[src/rtl/i2c_rx_pkg.sv]
package i2c_rx_pkg;
  localparam int unsigned BYTE_W = 8;
  localparam int unsigned ADDR_W = 7;
  localparam int unsigned CNT_W  = $clog2(BYTE_W + 1);

  typedef enum logic [1:0] {
    RX_IDLE = 2'd0,
    RX_ADDR = 2'd1,
    RX_DATA = 2'd2,
    RX_SKIP = 2'd3
  } rx_state_e;
endpackage

[src/rtl/i2c_rx_sync.sv]
module i2c_rx_sync #(
  parameter int unsigned STAGES = 2
) (
  input  logic clk,
  input  logic rst_n,
  input  logic d_i,
  output logic q_o
);
  logic [STAGES-1:0] chain_q;
  logic [STAGES-1:0] chain_d;

  generate
    if (STAGES == 1) begin : g_one
      assign chain_d = d_i;
    end else begin : g_many
      assign chain_d = {chain_q[STAGES-2:0], d_i};
    end
  endgenerate

  // bus lines idle high, so the chain resets to ones
  always_ff @(posedge clk or negedge rst_n) begin
    if (!rst_n) chain_q <= '1;
    else        chain_q <= chain_d;
  end

  assign q_o = chain_q[STAGES-1];
endmodule

[src/rtl/i2c_rx_cond.sv]
module i2c_rx_cond (
  input  logic clk,
  input  logic rst_n,
  input  logic scl_s,
  input  logic sda_s,
  output logic scl_rise_o,
  output logic scl_fall_o,
  output logic start_o,
  output logic stop_o
);
  logic scl_q, sda_q;

  always_ff @(posedge clk or negedge rst_n) begin
    if (!rst_n) begin
      scl_q <= 1'b1;
      sda_q <= 1'b1;
    end else begin
      scl_q <= scl_s;
      sda_q <= sda_s;
    end
  end

  always_comb begin
    scl_rise_o = scl_s & ~scl_q;
    scl_fall_o = ~scl_s & scl_q;
    start_o    = scl_s & scl_q & sda_q & ~sda_s;
    stop_o     = scl_s & scl_q & ~sda_q & sda_s;
  end
endmodule

[src/rtl/i2c_rx_ctrl.sv]
module i2c_rx_ctrl
  import i2c_rx_pkg::*;
(
  input  logic              clk,
  input  logic              rst_n,
  input  logic              sda_s,
  input  logic              scl_rise,
  input  logic              scl_fall,
  input  logic              start_det,
  input  logic              stop_det,
  input  logic [ADDR_W-1:0] own_addr,
  input  logic              ack_ok_i,
  output logic              take_o,
  output logic              rw_stb_o,
  output logic [BYTE_W-1:0] byte_o,
  output logic              sda_oe_o
);
  localparam logic [CNT_W-1:0] LAST_BIT = CNT_W'(BYTE_W - 1);
  localparam logic [CNT_W-1:0] ACK_SLOT = CNT_W'(BYTE_W);

  rx_state_e         state_q, state_d;
  logic [CNT_W-1:0]  cnt_q, cnt_d;
  logic [BYTE_W-1:0] shreg_q, shreg_d;
  logic              ack_q, ack_d;
  logic              oe_q, oe_d;
  logic [BYTE_W-1:0] byte_now;
  logic              addr_hit;

  assign byte_now = {shreg_q[BYTE_W-2:0], sda_s};
  assign addr_hit = (byte_now[BYTE_W-1:1] == own_addr);

  always_comb begin
    state_d  = state_q;
    cnt_d    = cnt_q;
    shreg_d  = shreg_q;
    ack_d    = ack_q;
    oe_d     = oe_q;
    take_o   = 1'b0;
    rw_stb_o = 1'b0;
    if (stop_det) begin
      state_d = RX_IDLE;
      cnt_d   = '0;
      ack_d   = 1'b0;
      oe_d    = 1'b0;
    end else if (start_det) begin
      state_d = RX_ADDR;
      cnt_d   = '0;
      ack_d   = 1'b0;
      oe_d    = 1'b0;
    end else if (state_q == RX_ADDR || state_q == RX_DATA) begin
      if (scl_rise) begin
        if (cnt_q != ACK_SLOT) begin
          shreg_d = byte_now;
          cnt_d   = cnt_q + 1'b1;
          if (cnt_q == LAST_BIT) begin
            if (state_q == RX_ADDR) begin
              ack_d = 1'b0;
              if (addr_hit) begin
                rw_stb_o = 1'b1;
                if (!byte_now[0]) begin
                  take_o = 1'b1;
                  ack_d  = ack_ok_i;
                end
              end
            end else begin
              take_o = 1'b1;
              ack_d  = ack_ok_i;
            end
          end
        end else begin
          cnt_d = '0;
          if (state_q == RX_ADDR) state_d = ack_q ? RX_DATA : RX_SKIP;
        end
      end else if (scl_fall) begin
        if (cnt_q == ACK_SLOT)   oe_d = ack_q;
        else if (cnt_q == '0)    oe_d = 1'b0;
      end
    end
  end

  always_ff @(posedge clk or negedge rst_n) begin
    if (!rst_n) begin
      state_q <= RX_IDLE;
      cnt_q   <= '0;
      shreg_q <= '0;
      ack_q   <= 1'b0;
      oe_q    <= 1'b0;
    end else begin
      state_q <= state_d;
      cnt_q   <= cnt_d;
      shreg_q <= shreg_d;
      ack_q   <= ack_d;
      oe_q    <= oe_d;
    end
  end

  assign byte_o   = byte_now;
  assign sda_oe_o = oe_q;
endmodule

[src/rtl/i2c_rx_regs.sv]
module i2c_rx_regs
  import i2c_rx_pkg::*;
(
  input  logic              clk,
  input  logic              rst_n,
  input  logic              take_i,
  input  logic              rw_stb_i,
  input  logic [BYTE_W-1:0] byte_i,
  input  logic              rd_buf_i,
  input  logic              clr_irq_i,
  input  logic              clr_ovf_i,
  output logic              ack_ok_o,
  output logic [BYTE_W-1:0] buf_o,
  output logic              full_o,
  output logic              ovf_o,
  output logic              rw_o,
  output logic              irq_o
);
  logic [BYTE_W-1:0] buf_q, buf_d;
  logic              full_q, full_d;
  logic              ovf_q, ovf_d;
  logic              rw_q, rw_d;
  logic              irq_q, irq_d;
  logic              blocked;

  assign blocked  = full_q | ovf_q;
  assign ack_ok_o = ~blocked;

  always_comb begin
    buf_d  = buf_q;
    full_d = full_q;
    ovf_d  = ovf_q;
    rw_d   = rw_q;
    irq_d  = irq_q;
    if (rd_buf_i)  full_d = 1'b0;
    if (clr_irq_i) irq_d  = 1'b0;
    if (clr_ovf_i) ovf_d  = 1'b0;
    if (rw_stb_i)  rw_d   = byte_i[0];
    if (take_i) begin
      irq_d = 1'b1;
      if (!blocked) begin
        buf_d  = byte_i;
        full_d = 1'b1;
      end else if (full_q) begin
        ovf_d = 1'b1;
      end
    end
  end

  always_ff @(posedge clk or negedge rst_n) begin
    if (!rst_n) begin
      buf_q  <= '0;
      full_q <= 1'b0;
      ovf_q  <= 1'b0;
      rw_q   <= 1'b0;
      irq_q  <= 1'b0;
    end else begin
      buf_q  <= buf_d;
      full_q <= full_d;
      ovf_q  <= ovf_d;
      rw_q   <= rw_d;
      irq_q  <= irq_d;
    end
  end

  assign buf_o  = buf_q;
  assign full_o = full_q;
  assign ovf_o  = ovf_q;
  assign rw_o   = rw_q;
  assign irq_o  = irq_q;
endmodule

[src/rtl/i2c_rx_slave.sv]
module i2c_rx_slave
  import i2c_rx_pkg::*;
#(
  parameter int unsigned SYNC_STAGES = 2
) (
  input  logic              clk,
  input  logic              rst_n,
  input  logic              scl_i,
  input  logic              sda_i,
  output logic              sda_oe,
  input  logic [ADDR_W-1:0] own_addr,
  input  logic              rd_buf_i,
  input  logic              clr_irq_i,
  input  logic              clr_ovf_i,
  output logic [BYTE_W-1:0] rd_data_o,
  output logic              buf_full_o,
  output logic              ovf_o,
  output logic              rw_o,
  output logic              irq_o
);
  logic              scl_s, sda_s;
  logic              scl_rise, scl_fall, start_det, stop_det;
  logic              ack_ok, take, rw_stb;
  logic [BYTE_W-1:0] rx_byte;

  i2c_rx_sync #(.STAGES(SYNC_STAGES)) u_sync_scl (
    .clk(clk), .rst_n(rst_n), .d_i(scl_i), .q_o(scl_s)
  );

  i2c_rx_sync #(.STAGES(SYNC_STAGES)) u_sync_sda (
    .clk(clk), .rst_n(rst_n), .d_i(sda_i), .q_o(sda_s)
  );

  i2c_rx_cond u_cond (
    .clk(clk), .rst_n(rst_n), .scl_s(scl_s), .sda_s(sda_s),
    .scl_rise_o(scl_rise), .scl_fall_o(scl_fall),
    .start_o(start_det), .stop_o(stop_det)
  );

  i2c_rx_ctrl u_ctrl (
    .clk(clk), .rst_n(rst_n), .sda_s(sda_s),
    .scl_rise(scl_rise), .scl_fall(scl_fall),
    .start_det(start_det), .stop_det(stop_det),
    .own_addr(own_addr), .ack_ok_i(ack_ok),
    .take_o(take), .rw_stb_o(rw_stb), .byte_o(rx_byte),
    .sda_oe_o(sda_oe)
  );

  i2c_rx_regs u_regs (
    .clk(clk), .rst_n(rst_n), .take_i(take), .rw_stb_i(rw_stb),
    .byte_i(rx_byte), .rd_buf_i(rd_buf_i), .clr_irq_i(clr_irq_i),
    .clr_ovf_i(clr_ovf_i), .ack_ok_o(ack_ok), .buf_o(rd_data_o),
    .full_o(buf_full_o), .ovf_o(ovf_o), .rw_o(rw_o), .irq_o(irq_o)
  );
endmodule

[config.mk]
export PLATFORM = sky130hd
export DESIGN_NAME = i2c_rx_slave
export DESIGN_NICKNAME = d
export VERILOG_FILES = /design/src/rtl/i2c_rx_pkg.sv /design/src/rtl/i2c_rx_sync.sv /design/src/rtl/i2c_rx_cond.sv /design/src/rtl/i2c_rx_ctrl.sv /design/src/rtl/i2c_rx_regs.sv /design/src/rtl/i2c_rx_slave.sv
export SDC_FILE = /design/constraint.sdc
export NUM_CORES = 1
export LEC_CHECK = 0
export BUFFER_PORTS_ARGS = -buffer_cell sky130_fd_sc_hd__buf_4
export CAP_MARGIN = 20
export CELL_PAD_IN_SITES_DETAIL_PLACEMENT = 0
export CELL_PAD_IN_SITES_GLOBAL_PLACEMENT = 1
export CORE_MARGIN = 8
export CORE_UTILIZATION = 47
export DETAILED_ROUTE_END_ITERATION = 8
export GPL_ROUTABILITY_DRIVEN = 0
export GPL_TIMING_DRIVEN = 0
export PLACE_DENSITY = 0.83
export REMOVE_ABC_BUFFERS = 1
export SLEW_MARGIN = 25
export SYNTH_ARGS = -nofsm -noshare
export SYNTH_HDL_FRONTEND = slang
export SYNTH_HIERARCHICAL = 1
export SYNTH_SLANG_ARGS = --single-unit
[constraint.sdc]
create_clock -name clk -period 4 [get_ports clk]
set_input_delay 0.8 -clock clk [delete_from_list [all_inputs] [get_ports clk]]
set_output_delay 0.8 -clock clk [all_outputs]
set_load 0.005 [all_outputs]
---- Word-level counts from Yosys, hierarchy flattened ----
Index checks and enable logic that the tools add are counted.
word-level totals
  bits of input ports ..................... 14
  bits in registers ....................... 33
  output and inout bits ................... 13
  logic and storage cells ................. 108
cells by class
  bitwise operators ....................... 15
  mux-type cells .......................... 54
  $add $sub $neg .......................... 1
  equal/unequal tests ..................... 8
  reduce and logical (&&, ||, !) cells .... 16
operator list
  operator               count
  $mux W1                43
  $mux W4                5
  $reduce_bool A3 Y1     6
  $mux W2                6
  $reduce_and A4 Y1      3
  $and A1 B1 Y1          7
  $eq A7 B7 Y1           1
  $not A1 Y1             7
  $reduce_and A5 Y1      1
  $add A4 B1 Y4 const B  1
  $eq A4 B3 Y1 const B   1
  $eq A4 B4 Y1 const B   1
  $logic_not A4 Y1       1
  $ne A4 B4 Y1 const B   1
  $reduce_and A2 Y1      2
  $reduce_bool A4 Y1     1
  $ne A3 B1 Y1 const B   1
  $ne A3 B3 Y1 const B   1
  $eq A2 B1 Y1 const B   1
  $eq A2 B2 Y1 const B   1
  $reduce_bool A2 Y1     1
  $logic_or A1 B1 Y1     1
  $or A1 B1 Y1           1

---- Depth between registers and ports, before layout ----
Gate-level depths: netlist of run 1.
  word-level depth ........................ 11
  depth in mapped cells ................... 8
  depth with buffers taken out ............ 8

---- Cells and area by module ----
The synthesis of run 1 kept the hierarchy.
by module, submodules not included
  module       cells an instance  times used  sequential area each (um2)  area each (um2)
  i2c_rx_ctrl  79                 1           375.4                       869.6
  i2c_rx_regs  30                 1           300.3                       460.4
  i2c_rx_sync  2                  2           52.6                        52.6
  i2c_rx_cond  6                  1           52.6                        85.1

---- Least setup slack after synthesis of run 1 ----
OpenSTA, ideal clock, no wires.
  path type ............................... reg2reg
  from .................................... reg u_sync_sda.chain_q[1]
  to ...................................... reg u_regs.buf_q[0], in the netlist u_regs/buf_o[0]
  required time ........................... 3.875 ns
  arrival time ............................ 2.398 ns
  slack ................................... 1.477 ns
  period minus slack after synthesis ...... 2.523 ns
  setup time .............................. 0.125 ns
  cell stages (with the launch flop) ...... 9
  path buffers ............................ 1
  cell sequence ........................... dfstp_2 > and4b_1 > or2_0 > buf_6 > nor3_1 > nand3_1 > o2bb2ai_1 > nor3b_4 > mux2_2
on the way
  elaborated cells between the ends (all ways) .. 13
  those cells by class .................... mux: 9; bitwise: 3; reduce/logical: 1
RTL lines
  item                                line                source
  start, declared                     i2c_rx_sync.sv:9    logic [STAGES-1:0] chain_q;
  start signal, assigned              i2c_rx_sync.sv:23   else chain_q <= chain_d;
  $not A1 Y1                          i2c_rx_cond.sv:26   start_o = scl_s & scl_q & sda_q & ~sda_s;
  $and A1 B1 Y1                       i2c_rx_cond.sv:26
  net start_det                       i2c_rx_slave.sv:22  logic scl_rise, scl_fall, start_det, stop_det;
  $mux W1                             i2c_rx_ctrl.sv:45   end else if (start_det) begin
  $mux W1                             i2c_rx_ctrl.sv:40   if (stop_det) begin
  net take                            i2c_rx_slave.sv:23  logic ack_ok, take, rw_stb;
  $reduce_and A2 Y1 (no source line)  -
  end signal, assigned                i2c_rx_regs.sv:58   buf_q <= buf_d;
  end, declared                       i2c_rx_regs.sv:19   logic [BYTE_W-1:0] buf_q, buf_d;
The timed path passes the listed nets, and every way through them passes these cells.
A chain may end at the register's enable or synchronous reset.

---- Final worst setup path of run 1 ----
  from .................................... reg u_sync_sda.chain_q[1]
  to ...................................... reg u_regs.buf_q[3], in the netlist u_regs/buf_o[3]
Same word-level chain as after synthesis.

==> results of run 1 <==
registers in the layout, summed over array words and instances, names as in the netlist:
register            cells
u_sync_scl/chain_q      2
u_regs/buf_o            8
u_cond/sda_q            1
u_ctrl/shreg_q          7
u_regs/irq_o            1
u_regs/full_o           1
u_regs/ovf_o            1
u_regs/rw_o             1
u_ctrl/ack_q            1
u_ctrl/sda_oe_o         1
u_ctrl/cnt_q            4
u_cond/scl_q            1
u_ctrl/state_q          2
u_sync_sda/chain_q      2
cells by family after synthesis:
family,Yosys count,synth area share
xor+xnor,7,0.0403
simple gates,32,0.143
buf+inv,12,0.0420
compound gates,16,0.0708
flops,33,0.548
mux,16,0.131
fa+ha+maj,3,0.0247
where the power goes:
part / total (mW) / switching (mW) / internal, mW
Clock: 0.258 / 0.108 / 0.149
Combinational: 0.135 / 0.0542 / 0.0807
Sequential: 0.426 / 0.0478 / 0.378
worst max path at each step:
| stage | from | end |
|---|---|---|
| detailed placement | u_sync_sda/chain_q[1] | u_regs/buf_o[4] |
| floorplan | u_sync_sda/chain_q[1] | u_regs/buf_o[0] |
| global route | u_sync_sda/chain_q[1] | u_regs/buf_o[3] |
| CTS | u_sync_sda/chain_q[1] | u_regs/buf_o[3] |
| finish | u_sync_sda/chain_q[1] | u_regs/buf_o[3] |
| global placement | u_sync_sda/chain_q[1] | u_regs/buf_o[3] |
layer usage:
| metal | global-route usage | vias up | part of all wire |
|---|---|---|---|
| met5 | 0 | - | 0 |
| met4 | 0.0556 | 0 | 0.017 |
| met3 | 0.0508 | 7 | 0.051 |
| met2 | 0.198 | 28 | 0.52 |
| met1 | 0.131 | 504 | 0.41 |
| li1 | - | 480 | - |
cells in the final DEF (no fill, tap or decap), types with 4 or more instances in the layout:
master / count
sky130_fd_sc_hd__clkbuf_4: 5
sky130_fd_sc_hd__mux2_2: 11
sky130_fd_sc_hd__nand2_1: 5
sky130_fd_sc_hd__nor2_1: 4
sky130_fd_sc_hd__inv_1: 9
sky130_fd_sc_hd__xor2_1: 7
sky130_fd_sc_hd__dfrtp_1: 27
sky130_fd_sc_hd__buf_4: 26
sky130_fd_sc_hd__o21ai_0: 4
sky130_fd_sc_hd__dfstp_2: 6
sky130_fd_sc_hd__mux2_4: 5
layout make-up:
type | count | area (sq um)
well taps | 44 | 55.1
inverters | 9 | 33.8
clock buffers | 7 | 55.1
fillers | 266 | 1250
repair buffers | 26 | 195
flip-flops and latches | 33 | 833
clock inverters | 1 | 30.0
multi-input cells | 74 | 623
critical path, cell delays in order, from the launching register on:
cell                        delay (ns)
sky130_fd_sc_hd__dfstp_2          0.61
sky130_fd_sc_hd__and4b_1          0.22
sky130_fd_sc_hd__or2_0            0.38
sky130_fd_sc_hd__nor3_1           0.31
sky130_fd_sc_hd__nand3_1          0.16
sky130_fd_sc_hd__o2bb2ai_1        0.30
sky130_fd_sc_hd__nor3b_4          0.51
sky130_fd_sc_hd__mux2_2           0.39
==> flow_metrics.env, run 1 <==
export IMPL_signed_area_change_from_the_synthesized_netlist_to_the_final_layout_pct=20.1
export IMPL_remaining_drc_errors=0
export IMPL_synthMostInstantiatedCell="sky130_fd_sc_hd__dfrtp_1"
export IMPL_floorplan_initialDensity=0.494
export IMPL_post_route_period_util=0.748
export IMPL_antenna_violating_nets_post_route=0
export IMPL_critical_path_class="reg2reg"
export IMPL_dpl_instance_area_sq_um=1740
export IMPL_synthesis_yosys_warnings=6
export IMPL_critPathRequiredTime_ns=4.22
export IMPL_finalNetCount=166
export IMPL_postCtsSetupRepairBufs=0
export IMPL_netlist_top_cells_count="sky130_fd_sc_hd__dfrtp_1, sky130_fd_sc_hd__mux2_2, sky130_fd_sc_hd__inv_1"
export IMPL_post_route_setup_slack_ns=1.01
export IMPL_first_global_vias=1076
export IMPL_layoutNonFillerInstCount=194
export IMPL_buffer_ports_inserted=26
export IMPL_critical_path_startpoint_type="flop"
export IMPL_grt_setup_unrepaired="false"
export IMPL_worst_pin_slew_ns=0.518
export IMPL_dominantRegCellSynth="sky130_fd_sc_hd__dfrtp_1"
export IMPL_fin_util=0.593
export IMPL_area_of_the_die_sq_um=5310
export IMPL_cts_made_buffers=5
export IMPL_min_delay_start="u_sync_sda/chain_q[0]"
export IMPL_root_buffer="sky130_fd_sc_hd__clkbuf_4"
export IMPL_timing_setup_tns_ns=0
export IMPL_clock_sink_count=33
export IMPL_design_core_area_sq_um=3080
export IMPL_max_clock_freq_ghz=0.334
export IMPL_ff2ff_path_depth=7
export IMPL_final_hold_worst_slack_ns=0.362
export IMPL_drive_gt1_frac=0.400
export IMPL_drv_slew=0
export IMPL_timing_max_cap_violations=0
export IMPL_hold_buffers=0
export IMPL_htree_num_levels=2
export IMPL_worst_setup_path_end_kind="flop"
export IMPL_grt_pass1_wl_um=4890
export IMPL_critical_path_reg2reg_startpoint="u_sync_sda/chain_q[1]"
export IMPL_antenna_found_initial=0
export IMPL_placementRows=20
export IMPL_crit_reg2reg_capture="u_regs/buf_o[3]"
export IMPL_antenna_diode_count=0
export IMPL_cp_max_fo=9
export IMPL_ys_seq_area_frac=0.548
export IMPL_worst_hold_path_type="reg2reg"
export IMPL_min_path_cells=0
export IMPL_ys_seq_elements=33
export IMPL_synth_largest_area_cell="sky130_fd_sc_hd__dfrtp_1"
export IMPL_finClkSkew_ns=0.00606
export IMPL_status="completed"
export IMPL_avgSynthCellArea_sq_um=12.8
export IMPL_dp_worst_setup_slack_ns=0.998
export IMPL_detailed_place_hpwl_um=2100
export IMPL_fp_dieW_um=72.9
export IMPL_worst_ep_arrival_time_ns=3.21
export IMPL_async_reset_ff_frac=1.00
export IMPL_post_place_cells=186
export IMPL_vias=1019
export IMPL_io_pins=27
export IMPL_globalRouteTotalUtil=0.120
export IMPL_ir_worst_vdd_uv=270
export IMPL_drt_initial_drc_count=37
export IMPL_power_density_nw_per_um2=448
export IMPL_finalSetupViolCount=0
export IMPL_insertion_delay_ns=0.33
export IMPL_postSynthCellCount=119
export IMPL_wl_per_cell_um=14.9
export IMPL_total_power_uw=818
export IMPL_synthesis_area_sq_um=1520
export IMPL_cts_clk_slew_worst_paths_ns=0.10
export IMPL_post_synth_top_area_fraction=0.444
export IMPL_setup_reg_to_reg_worst_slack_ns=1.01
export IMPL_report_final_hold_viol_count=0
export IMPL_cts_path_max_buffers=2
export IMPL_vias_per_cell=5.25
export IMPL_fin_crit_ns=2.99
export IMPL_detail_route_first_pass_iterations=6
export IMPL_number_of_distinct_library_cell_variants_in_the_gate_level_netlist_after_synthesis=35
export IMPL_synth_top_cells_by_area="sky130_fd_sc_hd__dfrtp_1, sky130_fd_sc_hd__dfstp_2, sky130_fd_sc_hd__mux2_2"
export IMPL_grt_start_max_net_pins=34
export IMPL_fin_area_sq_um=1830
export IMPL_finalWirelength_um=2890
export IMPL_die_h_um=72.9
export IMPL_gr_total_overflow=0
export IMPL_number_of_synthesized_flops_with_an_enable_pin=0
export IMPL_whs_endpoint="u_sync_sda/chain_q[1]"
export IMPL_timing_slew_headroom=0.655
export IMPL_cts_tree="built"
export IMPL_cts_resized=0
export IMPL_total_leakage_power_nw=0.928
(Power assumes the default switching activity.)
==> inputs of run 2 (changes only) <==
CORE_UTILIZATION = 39   (was 47)
PLACE_DENSITY = 0.73   (was 0.83)
clock period = 2.4 ns   (was 4 ns; I/O delays follow)
==> flow_metrics.env, run 2 (synthesis gave the netlist of run 1 again) <==
export IMPL_cts_clk_slew_worst_paths_ns=0.06
export IMPL_finalNetCount=174
export IMPL_die_h_um=78.4
export IMPL_layout_common_cells="sky130_fd_sc_hd__buf_4, sky130_fd_sc_hd__dfrtp_1, sky130_fd_sc_hd__mux2_2"
export IMPL_clock_sink_count=33
export IMPL_buffer_ports_inserted=26
export IMPL_cp_max_fo=9
export IMPL_antenna_diode_count=0
export IMPL_fin_area_sq_um=1980
export IMPL_post_route_setup_slack_ns=0.110
export IMPL_cts_made_buffers=5
export IMPL_gr_total_overflow=0
export IMPL_ir_worst_vdd_uv=546
export IMPL_first_global_vias=1100
export IMPL_timing_setup_tns_ns=0
export IMPL_insertion_delay_ns=0.28
export IMPL_drt_initial_drc_count=53
export IMPL_worst_hold_path_type="in2async"
export IMPL_worst_setup_path_end_kind="flop"
export IMPL_share_seq_of_total_power=0.479
export IMPL_antenna_found_initial=0
export IMPL_timing_max_cap_violations=0
export IMPL_status="completed"
export IMPL_detail_route_first_pass_iterations=4
export IMPL_total_power_mw=1.47
export IMPL_timing_slew_headroom=0.734
export IMPL_grt_setup_unrepaired="false"
export IMPL_wl_per_cell_um=14.1
export IMPL_globalRouteTotalUtil=0.101
export IMPL_combinationalPowerShare=0.162
export IMPL_area_of_the_die_sq_um=6150
export IMPL_fin_crit_ns=2.29
export IMPL_dp_worst_setup_slack_ns=-0.650
export IMPL_total_leakage_power_nw=0.996
export IMPL_worst_pin_slew_ns=0.394
export IMPL_io_pins=27
export IMPL_detailed_route_wirelength_on_metal3_um=122
export IMPL_htree_num_levels=2
export IMPL_fp_dieW_um=78.4
export IMPL_signed_area_change_from_the_synthesized_netlist_to_the_final_layout_pct=30.0
export IMPL_final_hold_worst_slack_ns=0.136
export IMPL_power_share_switching=0.245
export IMPL_ff2ff_path_depth=8
export IMPL_max_clock_freq_ghz=0.437
export IMPL_pwr_share_clk=0.359
export IMPL_root_buffer="sky130_fd_sc_hd__clkbuf_8"
export IMPL_remaining_drc_errors=0
export IMPL_final_common_cell="sky130_fd_sc_hd__buf_4"
export IMPL_report_final_hold_viol_count=0
export IMPL_filler_cell_count=356
export IMPL_vias_per_cell=4.99
export IMPL_drive_gt1_frac=0.468
export IMPL_finalSetupViolCount=0
export IMPL_dpl_instance_area_sq_um=1750
export IMPL_critPathRequiredTime_ns=2.56
export IMPL_floorplan_initialDensity=0.409
export IMPL_power_density_nw_per_um2=745
export IMPL_drv_slew=0
export IMPL_critical_path_class="reg2reg"
export IMPL_grt_start_max_net_pins=34
export IMPL_drt_met1_wl_um=1350
export IMPL_cts_path_max_buffers=2
export IMPL_top_signal_layer_used="met4"
export IMPL_antenna_violating_nets_post_route=0
export IMPL_switchingPower_uw=361
export IMPL_critical_path_startpoint_type="flop"
export IMPL_worst_ep_arrival_time_ns=2.45
export IMPL_met2_length_um=1430
export IMPL_cts_tree="built"
export IMPL_detailed_place_hpwl_um=2080
export IMPL_post_route_period_util=0.954
export IMPL_finClkSkew_ns=0.00381
export IMPL_largest_register_ffs=8
export IMPL_p_int_mw=1.11
export IMPL_placementRows=22
export IMPL_hold_buffers=0
export IMPL_vias=1027
export IMPL_finalWirelength_um=2910
export IMPL_design_core_area_sq_um=3720
export IMPL_grt_pass1_wl_um=5040
## run 2: critical path: stages (launching register included)
cell	delay (ns)
sky130_fd_sc_hd__dfstp_2	0.52
sky130_fd_sc_hd__and4b_1	0.20
sky130_fd_sc_hd__or2_4	0.31
sky130_fd_sc_hd__nor3_4	0.15
sky130_fd_sc_hd__nand3_2	0.12
sky130_fd_sc_hd__o2bb2ai_4	0.15
sky130_fd_sc_hd__nor3b_4	0.23
sky130_fd_sc_hd__buf_12	0.15
sky130_fd_sc_hd__mux2_2	0.33
## run 2: repair_timing
item	in CTS	in global routing
endpoints found under the setup margin	9	8
gates resized for setup	6	3
buffers inserted	4	4
pin swaps	1	1
## run 2: area by class of cell
cell class / count / area, sq um / share of cell area
repair buffers: 34 / 268 / 0.135
well taps: 48 / 60.1 / 0.0304
clock buffers: 7 / 86.3 / 0.0437
multi-input cells: 74 / 666 / 0.337
inverters: 9 / 33.8 / 0.0171
clock inverters: 1 / 30.0 / 0.0152
flip-flops and latches: 33 / 833 / 0.422
## run 2: worst paths after layout
kind | to | startpoint | slack [ns]
setup / recovery | u_regs/buf_o[1] | u_cond/sda_q | 0.11
hold / removal | u_ctrl/state_q[0] | rst_n | 0.14
setup reg to reg | u_regs/buf_o[1] | u_cond/sda_q | 0.11
hold reg to reg | u_sync_sda/chain_q[1] | u_sync_sda/chain_q[0] | 0.36
max in group asynchronous | u_sync_sda/chain_q[1] | rst_n | 1.94
min in group clk | u_sync_scl/chain_q[0] | scl_i | 0.31
## run 2: routing by layer
metal | vias up | global-route usage
li1 | 491 | -
met1 | 517 | 0.125
met2 | 17 | 0.154
met3 | 2 | 0.0421
met4 | 0 | 0.0389
met5 | - | 0
## run 2: power groups by stage
stage | Combinational [mW] | Sequential, mW | Clock, mW
final | 0.239 | 0.705 | 0.528
after global routing | 0.262 | 0.719 | 0.575
after CTS | 0.235 | 0.707 | 0.546
after detailed placement | 0.226 | 0.718 | 0
after global placement | 0.217 | 0.717 | 0
after floorplan | 0.171 | 0.696 | 0
## run 2: per-stage QoR
step / std cells / util
CTS: 202 / 0.519
finish: 206 / 0.532
global placement: 190 / 0.470
detailed placement: 190 / 0.470
global route: 206 / 0.532
floorplan: 116 / -
==> inputs of run 3 (changes only) <==
CORE_UTILIZATION = 47   (was 39)
PLACE_DENSITY = 0.83   (was 0.73)
clock period = 2.9 ns   (was 2.4 ns; I/O delays follow)
==> flow_metrics.env, run 3 (synthesis gave the netlist of run 1 again) <==
export IMPL_status="completed"
export IMPL_vias_per_cell=5.25
export IMPL_wl_per_cell_um=15.0
export IMPL_detail_route_first_pass_iterations=4
export IMPL_antenna_violating_nets_post_route=0
export IMPL_htree_num_levels=2
export IMPL_area_of_the_die_sq_um=5310
export IMPL_grt_setup_unrepaired="false"
export IMPL_ir_worst_vdd_uv=373
export IMPL_grt_met3_usage=0.0508
export IMPL_drv_slew=0
export IMPL_grt_start_max_net_pins=34
export IMPL_io_pins=27
export IMPL_power_share_switching=0.258
export IMPL_met2_usage=0.198
export IMPL_crit_reg2reg_capture="u_regs/buf_o[4]"
export IMPL_cts_clk_slew_worst_paths_ns=0.10
export IMPL_design_core_area_sq_um=3080
export IMPL_total_leakage_power_nw=0.942
export IMPL_cts_path_max_buffers=2
export IMPL_vias=1023
export IMPL_final_hold_worst_slack_ns=0.168
export IMPL_report_final_hold_viol_count=0
export IMPL_cts_tree="built"
export IMPL_clock_sink_count=33
export IMPL_post_route_period_util=0.930
export IMPL_finClkSkew_ns=0.00604
export IMPL_buffer_ports_inserted=26
export IMPL_max_clock_freq_ghz=0.371
export IMPL_drive_gt1_frac=0.417
export IMPL_worst_hold_path_type="in2async"
export IMPL_globalRouteTotalUtil=0.121
export IMPL_timing_max_cap_violations=0
export IMPL_gr_usage_met1=0.133
export IMPL_first_global_vias=1082
export IMPL_hold_buffers=0
export IMPL_worst_setup_path_end_kind="flop"
export IMPL_p_int_uw=839
export IMPL_fp_dieW_um=72.9
export IMPL_root_buffer="sky130_fd_sc_hd__clkbuf_4"
export IMPL_switchingPower_uw=292
export IMPL_cp_max_fo=9
export IMPL_finalSetupViolCount=0
export IMPL_dpl_instance_area_sq_um=1740
export IMPL_setup_reg_to_reg_worst_slack_ns=0.20
export IMPL_final_common_cell="sky130_fd_sc_hd__dfrtp_1"
export IMPL_critPathRequiredTime_ns=3.12
export IMPL_worst_pin_slew_ns=0.416
export IMPL_ff2ff_path_depth=8
export IMPL_power_density_nw_per_um2=607
export IMPL_largest_register_ffs=8
export IMPL_die_h_um=72.9
export IMPL_fin_crit_ns=2.70
export IMPL_gr_total_overflow=0
export IMPL_critical_path_reg2reg_startpoint="u_sync_sda/chain_q[1]"
export IMPL_layout_common_cells="sky130_fd_sc_hd__dfrtp_1, sky130_fd_sc_hd__buf_4, sky130_fd_sc_hd__mux2_2"
export IMPL_insertion_delay_ns=0.33
export IMPL_signed_area_change_from_the_synthesized_netlist_to_the_final_layout_pct=22.6
export IMPL_worst_ep_arrival_time_ns=2.92
export IMPL_share_seq_of_total_power=0.519
export IMPL_floorplan_initialDensity=0.494
export IMPL_critical_path_class="reg2reg"
export IMPL_antenna_found_initial=0
export IMPL_detailed_place_hpwl_um=2100
export IMPL_antenna_diode_count=0
export IMPL_fin_area_sq_um=1860
export IMPL_filler_cell_count=263
export IMPL_combinationalPowerShare=0.166
export IMPL_grt_pass1_wl_um=4920
export IMPL_timing_slew_headroom=0.723
export IMPL_critical_path_startpoint_type="flop"
export IMPL_placementRows=20
export IMPL_remaining_drc_errors=0
export IMPL_finalWirelength_um=2930
export IMPL_pwr_share_clk=0.315
export IMPL_gr_max_usage_layer="met2"
export IMPL_drt_initial_drc_count=28
export IMPL_finalNetCount=167
export IMPL_cts_made_buffers=5
==> run 3: changes by cell type in the layout (fill, tap and decap cells not counted) <==
cell	delta
sky130_fd_sc_hd__nand2b_2	-1
sky130_fd_sc_hd__nor2b_2	-1
sky130_fd_sc_hd__or2_4	-1
sky130_fd_sc_hd__or2_1	+1
sky130_fd_sc_hd__nor2b_1	+1
sky130_fd_sc_hd__o2bb2ai_4	-1
sky130_fd_sc_hd__clkbuf_8	-5
sky130_fd_sc_hd__clkbuf_4	+5
sky130_fd_sc_hd__nand3_2	-1
sky130_fd_sc_hd__nand3_1	+1
sky130_fd_sc_hd__nand2b_1	+1
sky130_fd_sc_hd__o2bb2ai_2	+1
sky130_fd_sc_hd__buf_4	-7
==> run 3: metal layers <==
metal,up-vias,part of all wire
met5,-,0
met4,0,0.017
met3,7,0.060
met2,30,0.52
met1,508,0.40
li1,478,-
==> run 3: area by class of cell <==
cell class | instances | area, sq um | share of cell area
clock buffer | 7 | 55.1 | 0.0295
clock inverter | 1 | 30.0 | 0.0161
inverter | 9 | 33.8 | 0.0181
multi-input combinational | 74 | 641 | 0.344
sequential | 33 | 833 | 0.447
tap | 44 | 55.1 | 0.0295
timing repair buffer | 27 | 215 | 0.116
==> run 3: power groups by stage <==
stage	Sequential, mW	Clock [mW]	Combinational (mW)
final	0.587	0.356	0.188
after global routing	0.598	0.389	0.209
after CTS	0.590	0.370	0.189
after detailed placement	0.598	0	0.187
after global placement	0.593	0	0.179
after floorplan	0.576	0	0.141
==> run 3: how the worst max path moves through the flow <==
| stage | start | to | slack (ns) | cells after the start |
|---|---|---|---|---|
| after floorplan | u_sync_sda/chain_q[1] | u_regs/buf_o[0] | 0.36 | 7 |
| after global placement | u_sync_sda/chain_q[1] | u_regs/buf_o[3] | -0.05 | 7 |
| after detailed placement | u_sync_sda/chain_q[1] | u_regs/buf_o[4] | -0.10 | 7 |
| after CTS | u_sync_sda/chain_q[1] | u_regs/buf_o[3] | 0.04 | 8 |
| after global routing | u_sync_sda/chain_q[1] | u_regs/buf_o[3] | 0.03 | 8 |
| final | u_sync_sda/chain_q[1] | u_regs/buf_o[4] | 0.20 | 8 |
==> run 3: worst max-delay path, stage by stage, from the launching register on <==
cell                        delay (ns)
sky130_fd_sc_hd__dfstp_2          0.62
sky130_fd_sc_hd__and4b_1          0.22
sky130_fd_sc_hd__or2_1            0.36
sky130_fd_sc_hd__nor3_4           0.26
sky130_fd_sc_hd__nand3_1          0.16
sky130_fd_sc_hd__o2bb2ai_2        0.23
sky130_fd_sc_hd__nor3b_4          0.25
sky130_fd_sc_hd__buf_12           0.15
sky130_fd_sc_hd__mux2_2           0.34
==> run 3: stage by stage <==
| stage | TNS (ns) | util | power, mW | setup WS [ns] | cells |
|---|---|---|---|---|---|
| final | 0 | 0.605 | 1.13 | 0.202 | 195 |
| after global routing | 0 | 0.605 | 1.20 | 0.0250 | 195 |
| after CTS | 0 | 0.600 | 1.15 | 0.0377 | 195 |
| after detailed placement | -0.744 | 0.565 | 0.785 | -0.102 | 186 |
| after global placement | -0.403 | 0.565 | 0.772 | -0.0519 | 186 |
| after floorplan | 0 | - | 0.717 | 0.360 | 116 |
==> run 3: what timing repair did <==
action,in CTS,in global routing
endpoints found under the hold margin,0,0
setup endpoints to repair,8,8
resized for setup,0,4
pin swaps,0,1
setup buffers,1,0
